**config.mk**
```make
export PLATFORM = sky130hd
export DESIGN_NAME = data_access_aligner
export DESIGN_NICKNAME = d
export VERILOG_FILES = /design/src/rtl/aligner_pkg.sv /design/src/rtl/aligner_rd_path.sv /design/src/rtl/aligner_wr_path.sv /design/src/rtl/aligner_step.sv /design/src/rtl/aligner_trap_reg.sv /design/src/rtl/data_access_aligner.sv
export SDC_FILE = /design/constraint.sdc
export NUM_CORES = 1
export LEC_CHECK = 0
export BUFFER_PORTS_ARGS = -buffer_cell sky130_fd_sc_hd__buf_2
export CAP_MARGIN = 10
export CORE_MARGIN = 2
export CORE_UTILIZATION = 45
export DETAILED_ROUTE_END_ITERATION = 16
export PLACE_DENSITY = 0.84
export SYNTH_ARGS = -nofsm -noshare
export SYNTH_HDL_FRONTEND = slang
export SYNTH_SLANG_ARGS = --single-unit
```
**constraint.sdc**
```tcl
create_clock -name clk -period 3.4 [get_ports clk]
set_input_delay 0.17 -clock clk [delete_from_list [all_inputs] [get_ports clk]]
set_output_delay 0.17 -clock clk [all_outputs]
set_load 0.05 [all_outputs]
```
**src/rtl/aligner_pkg.sv**
```systemverilog
package aligner_pkg;
  localparam int unsigned DATA_W = 16;
  localparam int unsigned LANES  = DATA_W / 8;

  typedef enum logic [1:0] {
    PM_HOLD  = 2'b00,
    PM_INC   = 2'b01,
    PM_DEC   = 2'b10,
    PM_HOLD2 = 2'b11
  } ptr_mode_e;
endpackage

```
**src/rtl/aligner_rd_path.sv**
```systemverilog
module aligner_rd_path
  import aligner_pkg::*;
(
  input  logic              is_byte,
  input  logic              lane_sel,
  input  logic [DATA_W-1:0] mem_rdata,
  output logic [DATA_W-1:0] rd_data
);
  logic [7:0] picked;

  always_comb begin
    picked = lane_sel ? mem_rdata[15:8] : mem_rdata[7:0];
    if (is_byte) rd_data = {8'h00, picked};
    else         rd_data = mem_rdata;
  end
endmodule

```
**src/rtl/aligner_wr_path.sv**
```systemverilog
module aligner_wr_path
  import aligner_pkg::*;
(
  input  logic              valid,
  input  logic              is_write,
  input  logic              is_byte,
  input  logic              lane_sel,
  input  logic              misaligned,
  input  logic [DATA_W-1:0] wr_data,
  output logic [LANES-1:0]  mem_we,
  output logic [DATA_W-1:0] mem_wdata
);
  logic allow;

  always_comb begin
    allow = valid && is_write && !misaligned;
    mem_we = '0;
    if (allow) begin
      if (is_byte) mem_we[lane_sel] = 1'b1;
      else         mem_we = '1;
    end
    if (is_byte) mem_wdata = {LANES{wr_data[7:0]}};
    else         mem_wdata = wr_data;
  end
endmodule

```
**src/rtl/aligner_step.sv**
```systemverilog
module aligner_step
  import aligner_pkg::*;
#(
  parameter int unsigned AW = 16
) (
  input  logic [AW-1:0] addr,
  input  logic          is_byte,
  input  logic [1:0]    mode,
  output logic [AW-1:0] next
);
  logic [AW-1:0] step;
  ptr_mode_e     m;

  always_comb begin
    m    = ptr_mode_e'(mode);
    step = is_byte ? AW'(1) : AW'(2);
    unique case (m)
      PM_INC:  next = addr + step;
      PM_DEC:  next = addr - step;
      default: next = addr;
    endcase
  end
endmodule

```
**src/rtl/aligner_trap_reg.sv**
```systemverilog
module aligner_trap_reg #(
  parameter int unsigned AW = 16
) (
  input  logic          clk,
  input  logic          rst_n,
  input  logic          fault,
  input  logic [AW-1:0] fault_addr,
  output logic          trap_pulse,
  output logic [AW-1:0] trap_addr
);
  logic          pulse_d;
  logic          addr_en;
  logic [AW-1:0] addr_d;

  always_comb begin
    pulse_d = fault;
    addr_en = fault;
    addr_d  = fault_addr;
  end

  always_ff @(posedge clk or negedge rst_n) begin
    if (!rst_n) begin
      trap_pulse <= 1'b0;
      trap_addr  <= '0;
    end else begin
      trap_pulse <= pulse_d;
      if (addr_en) trap_addr <= addr_d;
    end
  end
endmodule

```
**src/rtl/data_access_aligner.sv**
```systemverilog
module data_access_aligner
  import aligner_pkg::*;
#(
  parameter int unsigned AW = 16
) (
  input  logic              clk,
  input  logic              rst_n,
  input  logic              acc_valid,
  input  logic              acc_write,
  input  logic              acc_byte,
  input  logic [AW-1:0]     acc_addr,
  input  logic [1:0]        ptr_mode,
  input  logic [DATA_W-1:0] wr_data,
  input  logic [DATA_W-1:0] mem_rdata,
  output logic [AW-2:0]     mem_addr,
  output logic [LANES-1:0]  mem_we,
  output logic [DATA_W-1:0] mem_wdata,
  output logic [DATA_W-1:0] rd_data,
  output logic [AW-1:0]     ptr_next,
  output logic              trap_pulse,
  output logic [AW-1:0]     trap_addr
);
  logic [1:0] rst_sync_q;
  logic       rst_sync_n;
  logic       misaligned;
  logic       fault;

  always_ff @(posedge clk or negedge rst_n) begin
    if (!rst_n) rst_sync_q <= 2'b00;
    else        rst_sync_q <= {rst_sync_q[0], 1'b1};
  end

  always_comb begin
    rst_sync_n = rst_sync_q[1] & rst_n;
    misaligned = !acc_byte && acc_addr[0];
    fault      = acc_valid && misaligned;
    mem_addr   = acc_addr[AW-1:1];
  end

  aligner_rd_path u_rd (
    .is_byte   (acc_byte),
    .lane_sel  (acc_addr[0]),
    .mem_rdata (mem_rdata),
    .rd_data   (rd_data)
  );

  aligner_wr_path u_wr (
    .valid      (acc_valid),
    .is_write   (acc_write),
    .is_byte    (acc_byte),
    .lane_sel   (acc_addr[0]),
    .misaligned (misaligned),
    .wr_data    (wr_data),
    .mem_we     (mem_we),
    .mem_wdata  (mem_wdata)
  );

  aligner_step #(.AW(AW)) u_step (
    .addr    (acc_addr),
    .is_byte (acc_byte),
    .mode    (ptr_mode),
    .next    (ptr_next)
  );

  aligner_trap_reg #(.AW(AW)) u_trap (
    .clk        (clk),
    .rst_n      (rst_sync_n),
    .fault      (fault),
    .fault_addr (acc_addr),
    .trap_pulse (trap_pulse),
    .trap_addr  (trap_addr)
  );
endmodule

```
==> impl_results.md <==
- DRT Pass-1 Iters: 4
- Post-Layout Cell Count: 455
- Synth cell count leaders: 32 x mux2_2, 23 x buf_4, 19 x dfrtp_1
- Vias in the first global route: approximately 2300
- Synth area leader: dfrtp_1
- Max clock buf depth: 2
- Yosys warning count: 0
- Worst Setup Path Type: in2out
- Seq cells post-synth: 19
- Total gr overflow: 0
- Final setup TNS: 0 ps
- Leak Pwr: 1.47 nW
- Mux share of post-synthesis cell area: 0.167
- Vias: 2501
- Number of buffers added on ports: roughly 140
- Top_reg_cell synth: dfrtp_1
- CP Launch Type: input pin
- Final Setup Violations: 0
- Setup ws final: 411 ps
- Async S/R FF share, synth: 1.00
- Postcts setup bufs: 0
- Effective utilization at floorplan: 0.463
- CTS tree: built
- Max_cap viols: 0
- Post-detail-place hpwl: around 5.4 mm
- DRC Markers: 0
- Post-Synthesis Cells: roughly 280
- Synth area leaders: dfrtp_1 20%, mux2_2 15%, buf_4 7.4%
- Slew headroom: 0.499
- Post-DRT Antenna Nets: 0
- CTS H-Tree Depth: 1
- Area of the mapped netlist: between 0.002 and 0.0025 mm^2
- GRT Overall Usage: 0.233
- PD cells: between 300 and 400 mW/mm^2
- Worst-path clk slew: 80 ps
- Die W: 76.1 um
- Worst Setup End Kind: output pin
- Fraction of layout cells with a size suffix above 1: 0.499
- Maximum vdd drop: 0.341 mV
- Pins Over Slew Limit: 0
- Post-synthesis sequential area ratio: 0.204
- Die area: 0.00578 mm^2
- Die H: 76.1 um
- Root Driver: clkbuf_8
- Required @ worst endpoint: 3230 ps
- Worst Skew: roughly 3.7 ps
- Worst Path Arrival: 2820 ps
- Avg Cell Area, Syn: 8.28 um^2
- Pre-CTS WS: approximately 440 ps
- Clock sinks: 19
- Synth Net Count: ~350
- Layout net count: 449
- Run status: finished clean
- Synth Area in Adders: 0.0461
- Top cell type's share of synthesized area: 0.204
- Initial antenna violation count: 0
- Routed length per placed instance: about 15 um
- Post-layout min period: between 2000 and 3000 ps
- Antenna cells: 0
- Worst-margin pin slew: ~750 ps
- Crit share post-route: 0.879
- Synth Area in XOR/XNOR: 0.0600
- First-pass GRT wire length: approximately 11 mm
- Fmax: 335 MHz
- Clock buffer count from CTS: 3
- EDFF count, synth: 0
- Synth Area in Simple Gates: 0.207
- Routed WL: 7.02 mm
- Top-Level Pins: 137
- # rows: 26
- Main combinational cell family by area after synthesis: simple AND/OR/NAND/NOR gates
- Post-synth cell types: 58
- Placed instance count: 450
- RSZ-0062 raised after global routing: no
- Hold Vio Cnt, Final: 0
- Gpl congestion: 0.858
- Vias per inst: 5.50
- Clock latency on the worst-skew pair: 260 ps
- DRT iter0 DRCs: ~130
- Worst-path maximum fanout: 6
- Largest net degree at the start of global routing: 27
- Layout Area Growth over Synthesis: 27.9%
- Most frequent cell after synthesis: mux2_2
- Worst Hold Class: in2reg
- Area fraction in compound gates after synthesis: 0.187
- Core area: 0.00504 mm^2
==> path summary, 6_finish.rpt <==
| check | slack [ps] | cells after the start | startpoint | endpoint |
|---|---|---|---|---|
| worst max-delay path | 410 | 13 | ptr_mode[0] | ptr_next[10] |
| worst min-delay path | 180 | 2 | acc_addr[15] | u_trap.trap_addr[15] |
| worst max register to register | 2520 | 1 | rst_sync_q[1] | u_trap.trap_addr[2] |
| worst min register to register | 360 | 0 | rst_sync_q[0] | rst_sync_q[1] |
| max in group asynchronous | 2290 | 3 | rst_n | u_trap.trap_addr[2] |
| min in group asynchronous | 220 | 2 | rst_n | rst_sync_q[0] |
==> critical path: stages <==
cell and delay [ps]:
buf_2 70, inv_1 40, ha_1 200, and2_1 190, fa_1 510, a21o_2 260
a21oi_1 210, buf_4 170, a21oi_1 60, a211o_1 270, a21oi_1 240, xor2_2 140
buf_2 270
==> layout by cell type, fill, tap and decap left out, types with 3 or more instances in the layout <==
cell      count
buf_4         6
mux2_2       32
or3_1         5
clkbuf_8      3
o21ai_0      13
xor2_2        3
mux2i_1       3
nand2_1      13
nor2b_1      14
inv_1        10
nor2_1       18
a21oi_1      14
dfrtp_1      19
xnor2_1       5
xor2_1        6
nand3_1       3
o21a_1        4
ha_1          7
nor4_1        3
a211oi_1      4
and2_1        4
nor3_1        5
buf_2       136
o211ai_1      3
==> report_power, final <==
part	internal (mW)	total (mW)	leakage (nW)	switching, mW
Combinational	0.193	0.725	1.21	0.532
Clock	0.0827	0.162	0.0217	0.0795
Sequential	0.263	0.282	0.236	0.0190
Total	0.539	1.17	1.47	0.630
==> timing repair <==
action | CTS | global route
hold buffers | 1 | 0
hold endpoints to repair | 2 | 0
gates resized for setup | 0 | 0
==> state kept, by name, summed over array words and instances, names as in the netlist <==
name and flops:
u_trap.trap_addr 16, u_trap.trap_pulse 1, rst_sync_q 2
==> final cells by class <==
cell class | instances | area (um^2)
timing repair buffer | 143 | 736
inverter | 10 | 37.5
sequential | 19 | 475
clock inverter | 1 | 7.51
clock buffer | 3 | 41.3
tap | 70 | 87.6
fill | 455 | 2060
multi-input combinational | 209 | 1600
==> layer usage <==
metal	wire length, um	GRT usage	vias up
met5	0	0	-
met2	3650	0.423	128
li1	-	-	1185
met4	62	0.0491	0
met1	2740	0.294	1179
met3	559	0.0332	9
==> stage by stage <==
stage	util	power (mW)	hold WS (ps)	instance area, um^2
after floorplan	-	0.849	-126	2370
after global placement	0.581	0.999	-40.6	2930
after detailed placement	0.581	1.01	-37.9	2930
after CTS	0.592	1.17	177	2990
after global routing	0.592	1.22	192	2990
final	0.592	1.17	180	2990
==> kinds of logic after synthesis <==
kind of cell	Yosys count
fa+ha+maj	8
xor+xnor	16
other cells	1
buf+inv	54
mux	35
compound gates	63
flops	19
simple gates	86
Note: power is estimated with default switching activity, not from simulation.
